File: src/rtl/shcmp_pkg.sv
// Shared definitions for the shadow-reloaded compare-clear timer.
// Assumes the register map: buffer byte lanes first, then control, then status.
package shcmp_pkg;

    // Bit positions inside the control byte.
    localparam int CTL_UPDOWN  = 0;
    localparam int CTL_XFER_EN = 1;
    localparam int CTL_IRQ_MSK = 2;
    localparam int CTL_XFER_MK = 3;

    // Bit position of the write-1-to-clear flag bit in the status byte.
    localparam int STAT_CLR    = 0;

    typedef struct packed {
        logic xfer_masked;  // allow copy while zero irq is masked
        logic irq_mask;     // mask the zero-detect interrupt
        logic xfer_en;      // enable buffer-to-active copy at zero
        logic updown;       // 1: reverse on match, 0: clear on match
    } ctrl_t;

endpackage

File: src/rtl/shcmp_regs.sv
// Write-port register file: compare buffer (byte lanes), control byte, and
// the sticky zero-detect flag. Assumes one write per cycle, no read path.
module shcmp_regs
    import shcmp_pkg::*;
#(
    parameter int CNT_W  = 14,
    parameter int DATA_W = 8,
    parameter int ADDR_W = 2
) (
    input  logic              clk,
    input  logic              rst_n,
    input  logic              wr_en,
    input  logic [ADDR_W-1:0] wr_addr,
    input  logic [DATA_W-1:0] wr_data,
    input  logic              zero_tick,
    output logic [CNT_W-1:0]  buf_val,
    output ctrl_t             ctrl,
    output logic              zero_flag
);

    localparam int NLANE     = (CNT_W + DATA_W - 1) / DATA_W;
    localparam int ADDR_CTL  = NLANE;
    localparam int ADDR_STAT = NLANE + 1;

    ctrl_t ctrl_q;
    logic  flag_q;
    logic  ctl_wr;
    logic  stat_clr;

    assign ctl_wr   = wr_en && (wr_addr == ADDR_W'(ADDR_CTL));
    assign stat_clr = wr_en && (wr_addr == ADDR_W'(ADDR_STAT)) && wr_data[STAT_CLR];

    // One storage lane per byte of the compare buffer; the last lane may be narrower.
    for (genvar g = 0; g < NLANE; g++) begin : g_lane
        localparam int LO = g * DATA_W;
        localparam int LW = ((CNT_W - LO) < DATA_W) ? (CNT_W - LO) : DATA_W;
        logic [LW-1:0] lane_q;

        // Lane storage: load the low LW data bits when its address is written.
        always_ff @(posedge clk) begin
            if (!rst_n) begin
                lane_q <= '0;
            end else if (wr_en && (wr_addr == ADDR_W'(g))) begin
                lane_q <= wr_data[LW-1:0];
            end
        end

        assign buf_val[LO +: LW] = lane_q;
    end

    // Control byte: capture the mode and transfer qualifiers on a control write.
    always_ff @(posedge clk) begin
        if (!rst_n) begin
            ctrl_q <= '0;
        end else if (ctl_wr) begin
            ctrl_q.updown      <= wr_data[CTL_UPDOWN];
            ctrl_q.xfer_en     <= wr_data[CTL_XFER_EN];
            ctrl_q.irq_mask    <= wr_data[CTL_IRQ_MSK];
            ctrl_q.xfer_masked <= wr_data[CTL_XFER_MK];
        end
    end

    // Sticky zero flag: set by a zero strobe, cleared by write-1; set wins.
    always_ff @(posedge clk) begin
        if (!rst_n) begin
            flag_q <= 1'b0;
        end else if (zero_tick) begin
            flag_q <= 1'b1;
        end else if (stat_clr) begin
            flag_q <= 1'b0;
        end
    end

    assign ctrl      = ctrl_q;
    assign zero_flag = flag_q;

    AST_CTRL_WRITE: assert property (@(posedge clk) disable iff (!rst_n)
        ctl_wr |=> (ctrl_q.updown == $past(wr_data[CTL_UPDOWN])) &&
                   (ctrl_q.xfer_en == $past(wr_data[CTL_XFER_EN])));

    AST_FLAG_SET_WINS: assert property (@(posedge clk) disable iff (!rst_n)
        zero_tick |=> flag_q);

    AST_FLAG_CLEAR: assert property (@(posedge clk) disable iff (!rst_n)
        (stat_clr && !zero_tick) |=> !flag_q);

endmodule

File: src/rtl/shcmp_counter.sv
// Up/down counter with compare-clear. Counts one step per count_en strobe.
// On a match with a nonzero compare value it either clears (sawtooth) or
// reverses to down-count (triangle); in triangle mode it turns back to up
// when it steps from 1 to 0. Assumes cmp changes only at count zero.
module shcmp_counter #(
    parameter int CNT_W = 14
) (
    input  logic             clk,
    input  logic             rst_n,
    input  logic             count_en,
    input  logic             updown,
    input  logic [CNT_W-1:0] cmp,
    output logic [CNT_W-1:0] cnt,
    output logic             down,
    output logic             zero_tick,
    output logic             match_pulse,
    output logic             zero_pulse
);

    localparam logic [CNT_W-1:0] ONE = CNT_W'(1);

    logic [CNT_W-1:0] cnt_q;
    logic             down_q;
    logic             hit;
    logic             match_q;
    logic             zero_q;

    // Match is live only while counting up against a nonzero compare value.
    assign hit       = (cmp != '0) && (cnt_q == cmp) && !down_q;
    assign zero_tick = count_en && (cnt_q == '0);

    // Count state: step, clear or reverse on each strobe.
    always_ff @(posedge clk) begin
        if (!rst_n) begin
            cnt_q  <= '0;
            down_q <= 1'b0;
        end else if (count_en) begin
            if (down_q) begin
                cnt_q <= cnt_q - 1'b1;
                if (cnt_q <= ONE) begin
                    down_q <= 1'b0;
                end
            end else if (hit) begin
                if (!updown) begin
                    cnt_q <= '0;
                end else begin
                    cnt_q  <= cnt_q - 1'b1;
                    down_q <= (cnt_q != ONE);
                end
            end else begin
                cnt_q <= cnt_q + 1'b1;
            end
        end
    end

    // Event pulses: one cycle after the strobe that caused them.
    always_ff @(posedge clk) begin
        if (!rst_n) begin
            match_q <= 1'b0;
            zero_q  <= 1'b0;
        end else begin
            match_q <= count_en && hit;
            zero_q  <= zero_tick;
        end
    end

    assign cnt         = cnt_q;
    assign down        = down_q;
    assign match_pulse = match_q;
    assign zero_pulse  = zero_q;

    AST_HOLD_WITHOUT_STROBE: assert property (@(posedge clk) disable iff (!rst_n)
        !count_en |=> $stable(cnt_q) && $stable(down_q));

    AST_CLEAR_ON_MATCH: assert property (@(posedge clk) disable iff (!rst_n)
        (count_en && hit && !updown) |=> (cnt_q == '0) && !down_q);

    AST_WITHIN_PERIOD: assert property (@(posedge clk) disable iff (!rst_n)
        (cmp != '0) |-> (cnt_q <= cmp));

    AST_TURN_AT_ZERO: assert property (@(posedge clk) disable iff (!rst_n)
        (count_en && down_q && (cnt_q == ONE)) |=> (cnt_q == '0) && !down_q);

    AST_NO_MATCH_ZERO_CMP: assert property (@(posedge clk) disable iff (!rst_n)
        (cmp == '0) |=> !match_q);

    AST_ZERO_PULSE_SINGLE: assert property (@(posedge clk) disable iff (!rst_n)
        zero_q |=> !zero_q);

endmodule

File: src/rtl/shcmp_shadow.sv
// Active compare register. Copies the buffer in only on a strobe taken at
// count zero, when the transfer is enabled and not blocked by the mask rule.
module shcmp_shadow
    import shcmp_pkg::*;
#(
    parameter int CNT_W = 14
) (
    input  logic             clk,
    input  logic             rst_n,
    input  logic             zero_tick,
    input  ctrl_t            ctrl,
    input  logic [CNT_W-1:0] buf_val,
    output logic [CNT_W-1:0] cmp
);

    logic [CNT_W-1:0] cmp_q;
    logic             allow;
    logic             load;

    // Mask rule: a masked zero interrupt blocks the copy unless explicitly allowed.
    assign allow = ctrl.xfer_en && (!ctrl.irq_mask || ctrl.xfer_masked);
    assign load  = zero_tick && allow;

    // Active value: reload from the buffer at a permitted zero point.
    always_ff @(posedge clk) begin
        if (!rst_n) begin
            cmp_q <= '0;
        end else if (load) begin
            cmp_q <= buf_val;
        end
    end

    assign cmp = cmp_q;

    AST_ONLY_AT_ZERO: assert property (@(posedge clk) disable iff (!rst_n)
        !zero_tick |=> $stable(cmp_q));

    AST_LOAD_TAKES_BUFFER: assert property (@(posedge clk) disable iff (!rst_n)
        load |=> (cmp_q == $past(buf_val)));

    AST_NO_COPY_DISABLED: assert property (@(posedge clk) disable iff (!rst_n)
        !ctrl.xfer_en |=> $stable(cmp_q));

    AST_MASK_BLOCKS: assert property (@(posedge clk) disable iff (!rst_n)
        (ctrl.irq_mask && !ctrl.xfer_masked) |=> $stable(cmp_q));

endmodule

File: src/rtl/shadow_cmp_timer.sv
// Top level: compare-clear timer with a buffered period register.
// Ties the write-port registers, the active compare register and the
// counter together and derives the gated zero interrupt.
module shadow_cmp_timer
    import shcmp_pkg::*;
#(
    parameter int CNT_W  = 14,
    parameter int DATA_W = 8,
    parameter int ADDR_W = 2
) (
    input  logic              clk,
    input  logic              rst_n,
    input  logic              count_en,
    input  logic              wr_en,
    input  logic [ADDR_W-1:0] wr_addr,
    input  logic [DATA_W-1:0] wr_data,
    output logic [CNT_W-1:0]  count,
    output logic [CNT_W-1:0]  cmp_active,
    output logic              count_down,
    output logic              match_pulse,
    output logic              zero_pulse,
    output logic              zero_flag,
    output logic              zero_irq
);

    ctrl_t            ctrl;
    logic [CNT_W-1:0] buf_val;
    logic [CNT_W-1:0] cmp;
    logic             zero_tick;

    shcmp_regs #(
        .CNT_W (CNT_W),
        .DATA_W(DATA_W),
        .ADDR_W(ADDR_W)
    ) u_regs (
        .clk      (clk),
        .rst_n    (rst_n),
        .wr_en    (wr_en),
        .wr_addr  (wr_addr),
        .wr_data  (wr_data),
        .zero_tick(zero_tick),
        .buf_val  (buf_val),
        .ctrl     (ctrl),
        .zero_flag(zero_flag)
    );

    shcmp_shadow #(
        .CNT_W(CNT_W)
    ) u_shadow (
        .clk      (clk),
        .rst_n    (rst_n),
        .zero_tick(zero_tick),
        .ctrl     (ctrl),
        .buf_val  (buf_val),
        .cmp      (cmp)
    );

    shcmp_counter #(
        .CNT_W(CNT_W)
    ) u_counter (
        .clk        (clk),
        .rst_n      (rst_n),
        .count_en   (count_en),
        .updown     (ctrl.updown),
        .cmp        (cmp),
        .cnt        (count),
        .down       (count_down),
        .zero_tick  (zero_tick),
        .match_pulse(match_pulse),
        .zero_pulse (zero_pulse)
    );

    assign cmp_active = cmp;
    assign zero_irq   = zero_flag && !ctrl.irq_mask;

    AST_PULSE_SETS_FLAG: assert property (@(posedge clk) disable iff (!rst_n)
        zero_pulse |-> zero_flag);

    AST_RESET_STATE: assert property (@(posedge clk)
        !rst_n |=> (count == '0) && (cmp_active == '0) && !zero_flag && !count_down);

endmodule

File: config.mk
export PLATFORM = sky130hd
export DESIGN_NAME = shadow_cmp_timer
export DESIGN_NICKNAME = d
export VERILOG_FILES = /design/src/rtl/shcmp_pkg.sv /design/src/rtl/shcmp_regs.sv /design/src/rtl/shcmp_counter.sv /design/src/rtl/shcmp_shadow.sv /design/src/rtl/shadow_cmp_timer.sv
export SDC_FILE = /design/constraint.sdc
export NUM_CORES = 1
export LEC_CHECK = 0
export BUFFER_PORTS_ARGS = -buffer_cell sky130_fd_sc_hd__buf_2
export CORE_MARGIN = 2
export CORE_UTILIZATION = 42
export CTS_CLUSTER_DIAMETER = 80
export DETAILED_ROUTE_END_ITERATION = 10
export HOLD_SLACK_MARGIN = 0.12
export SKIP_LAST_GASP = 1
export SYNTH_ARGS = -nofsm -noshare
export SYNTH_HDL_FRONTEND = slang
export SYNTH_SLANG_ARGS = --single-unit
File: constraint.sdc
create_clock -name clk -period 2.32 [get_ports clk]
set_input_delay 0.464 -clock clk [delete_from_list [all_inputs] [get_ports clk]]
set_output_delay 0.464 -clock clk [all_outputs]
set_load 0.03 [all_outputs]
==> out/results.txt <==
Status: completed
Slew Limit Fails: 0
Lkg Pwr: 1.34 nW
Layout cell share with drive strength beyond 1: 22.8%
Worst Hold Slack: 0.408 ns
H-tree depth: 2
TritonCTS clock tree: built
I/O Buffers: 46
Ranking of synthesized cells by area: dfxtp_1 (35%), nand2_1 (7.2%), mux2i_1 (6.7%), xnor2_1 (6.2%), nor2b_1 (4.4%)
First-pass GRT wire length: 13.3 mm
Die Wd: 86.0 um
Clock Latency Late Sink: 0.31 ns
CTS buffer count: 5
Unrepaired setup endpoints after global routing: false
Core area: 6420 um^2
Pre-Repair DR Iteration Count: 4
Crit end category: flop
Yosys reg bits: 50
Setup Crit Path Kind: flop to flop
Syn_nets: 352
Initial antenna violation count: 0
Cell area after synthesis: 2830 um^2
Power Density: 529 nW/um^2
Clk_skew: 0.00862 ns
Post-DP HPWL: 5.89 mm
Die Y: 86.0 um
Final wirelength: 8.04 mm
CP Launch Point: u_counter.cnt[6]
Die ar.: 7400 um^2
Cell taking the most area after synthesis: dfxtp_1
Num ports: 47
Cell variety after synth: 57
Worst Hold End: u_regs.g_lane[0].lane_q[7]
Critical Path AT: 2.34 ns
Count leader, synth: nand2_1
Fmax: 0.467 GHz
DR vias/cell: 5.80
Core Rows: 29
Async SR Flop Fraction: 0%
Initial Util: 44.0%
Placer Congestion: 0.848
Yosys warns: 0
Vias in the first global route: 2571
DR WL/cell: 17.2 um
Min-delay worst type: input port to flop
Hold path start: wr_data[7]
Antenna-violating nets left: 0
Area occupied by multi-input gates: 1690 um^2
Max-cap viol count: 0
Area grow syn2layout: 18.2%
Predominant post-synthesis flop cell: dfxtp_1
GR Overflow Total: 0
Final Hold Fails: 0
Synth cell count leaders: nand2_1 (54), dfxtp_1 (50), nor2b_1 (20), xnor2_1 (20), mux2i_1 (19)
Mapped Avg Cell Area: 8.43 um^2
R2R Path Start: u_counter.cnt[6]
Maximum root-to-sink buffer count: 2
GRT Util Overall: 22.9%
Layout fillers: 628
Via Count: 2709
Clock sink count: 50
CP Launch Type: flop
FF-to-FF setup slack: 0.18 ns
Sequential cell area: 1000 um^2
Post-synthesis cell count: 335
Setup Viol. Count Final: 0
Post-synth EDFFs: 0
N_diodes: 0
NumNets Final: 406
Headroom to the max-slew limit: 63.3%
Total Neg Setup Slack: 0 ns
Critical path fanouts, max: 14
Worst R2R End: u_shadow.cmp[5]
Post-synthesis sequential area ratio: 35.4%
Clock-pin slew of the registers on the worst-case setup and hold paths: 0.10 ns
DR DRC count: 0
WP data required: 2.52 ns
Hold depth: 3
Worst reg2reg path depth: 6
Final Cycle Share: 92.3%
Max rail drop VDD: 329 uV
CTS root buffer: clkbuf_8
Min Tclk post-route: 2.14 ns
Largest net degree at the start of global routing: 36
Post-synth top area share: 35.4%
DR iter-0 viols: 294
Worst Tran Pin Value: 0.550 ns
registers in the layout, summed over array words and instances (netlist names):
| name | cells |
|---|---|
| u_regs.g_lane.lane_q | 14 |
| u_counter.match_pulse | 1 |
| u_counter.zero_pulse | 1 |
| u_counter.down | 1 |
| u_shadow.cmp | 14 |
| u_regs.zero_flag | 1 |
| u_regs.ctrl | 4 |
| u_counter.cnt | 14 |
critical path, cell delays in order, from the launching register on:
cell and delay, ns:
dfxtp_1 0.32, or4_4 0.57, nor4_4 0.17, nand3_1 0.18
or3_1 0.56, nand2_1 0.14, a21boi_0 0.08
cell type report:
class / instances / area share, %
Timing Repair Buffer: 72 / 12.7
Multi-Input combinational cell: 254 / 50.7
Sequential cell: 50 / 30.0
Clock inverter: 2 / 0.525
Clock buffer: 6 / 2.47
Inverter: 6 / 0.675
Tap cell: 77 / 2.89
kinds of logic (layout without fill, tap and decap cells):
family	Yosys count	count (layout)	synth area share [%]
buf+inv	31	86	4.87
simple gates	144	144	27.6
fa+ha+maj	3	3	1.33
mux	19	19	6.73
xor+xnor	24	24	7.44
compound gates	64	64	16.6
flops	50	50	35.4
stage by stage:
step / cell area (um^2) / setup WS, ns / utilization [%] / instances / power, W
2_1_floorplan: 2830 / 0.0591 / - / 335 / 0.00111
3_3_place_gp: 3230 / 0.249 / 50.3 / 459 / 0.00121
3_5_place_dp: 3230 / 0.210 / 50.3 / 459 / 0.00121
4_1_cts: 3330 / 0.172 / 51.9 / 467 / 0.00177
5_1_grt: 3340 / 0.0344 / 52.0 / 467 / 0.00184
6_report: 3340 / 0.179 / 52.0 / 467 / 0.00177
repair_timing:
action | in CTS | in global routing
resized for setup | 0 | 1
endpoints found under the hold margin | 0 | 0
endpoints found under the setup margin | 0 | 12
hold buffers | 0 | 0
buffers inserted | 0 | 0
metal layers:
layer  vias up  GRT usage [%]  part of all wire [%]
met5         -              0                     0
met4         0           11.5                   3.8
met3        25           3.56                   5.8
met2       109           35.5                    45
met1      1268           30.7                    46
li1       1307              -                     -
report_power, final:
part	switching [W]	internal (W)	total, W	leakage [nW]
combinational	0.000175	0.000121	0.000296	0.883
clock	0.000323	0.000246	0.000570	0.0514
sequential	0.0000210	0.000879	0.000900	0.405
layout by cell type (no fill, tap or decap), types with 7 or more instances in the layout:
| cell | n |
|---|---|
| a21boi_1 | 10 |
| buf_2 | 46 |
| buf_4 | 26 |
| dfxtp_1 | 50 |
| mux2i_1 | 19 |
| nand2_1 | 54 |
| nand3_1 | 10 |
| nand4_1 | 7 |
| nor2_1 | 8 |
| nor2b_1 | 20 |
| nor3_1 | 7 |
| o21ai_0 | 14 |
| xnor2_1 | 20 |
worst max-delay path by stage:
| stage | end | slack [ns] |
|---|---|---|
| floorplan | u_shadow.cmp[0] | 0.06 |
| CTS | u_shadow.cmp[5] | 0.17 |
| finish | u_shadow.cmp[5] | 0.18 |
| global placement | u_shadow.cmp[6] | 0.25 |
| global route | u_shadow.cmp[5] | 0.03 |
| detailed placement | u_shadow.cmp[5] | 0.21 |
Note: power is estimated with default switching activity, not from simulation.
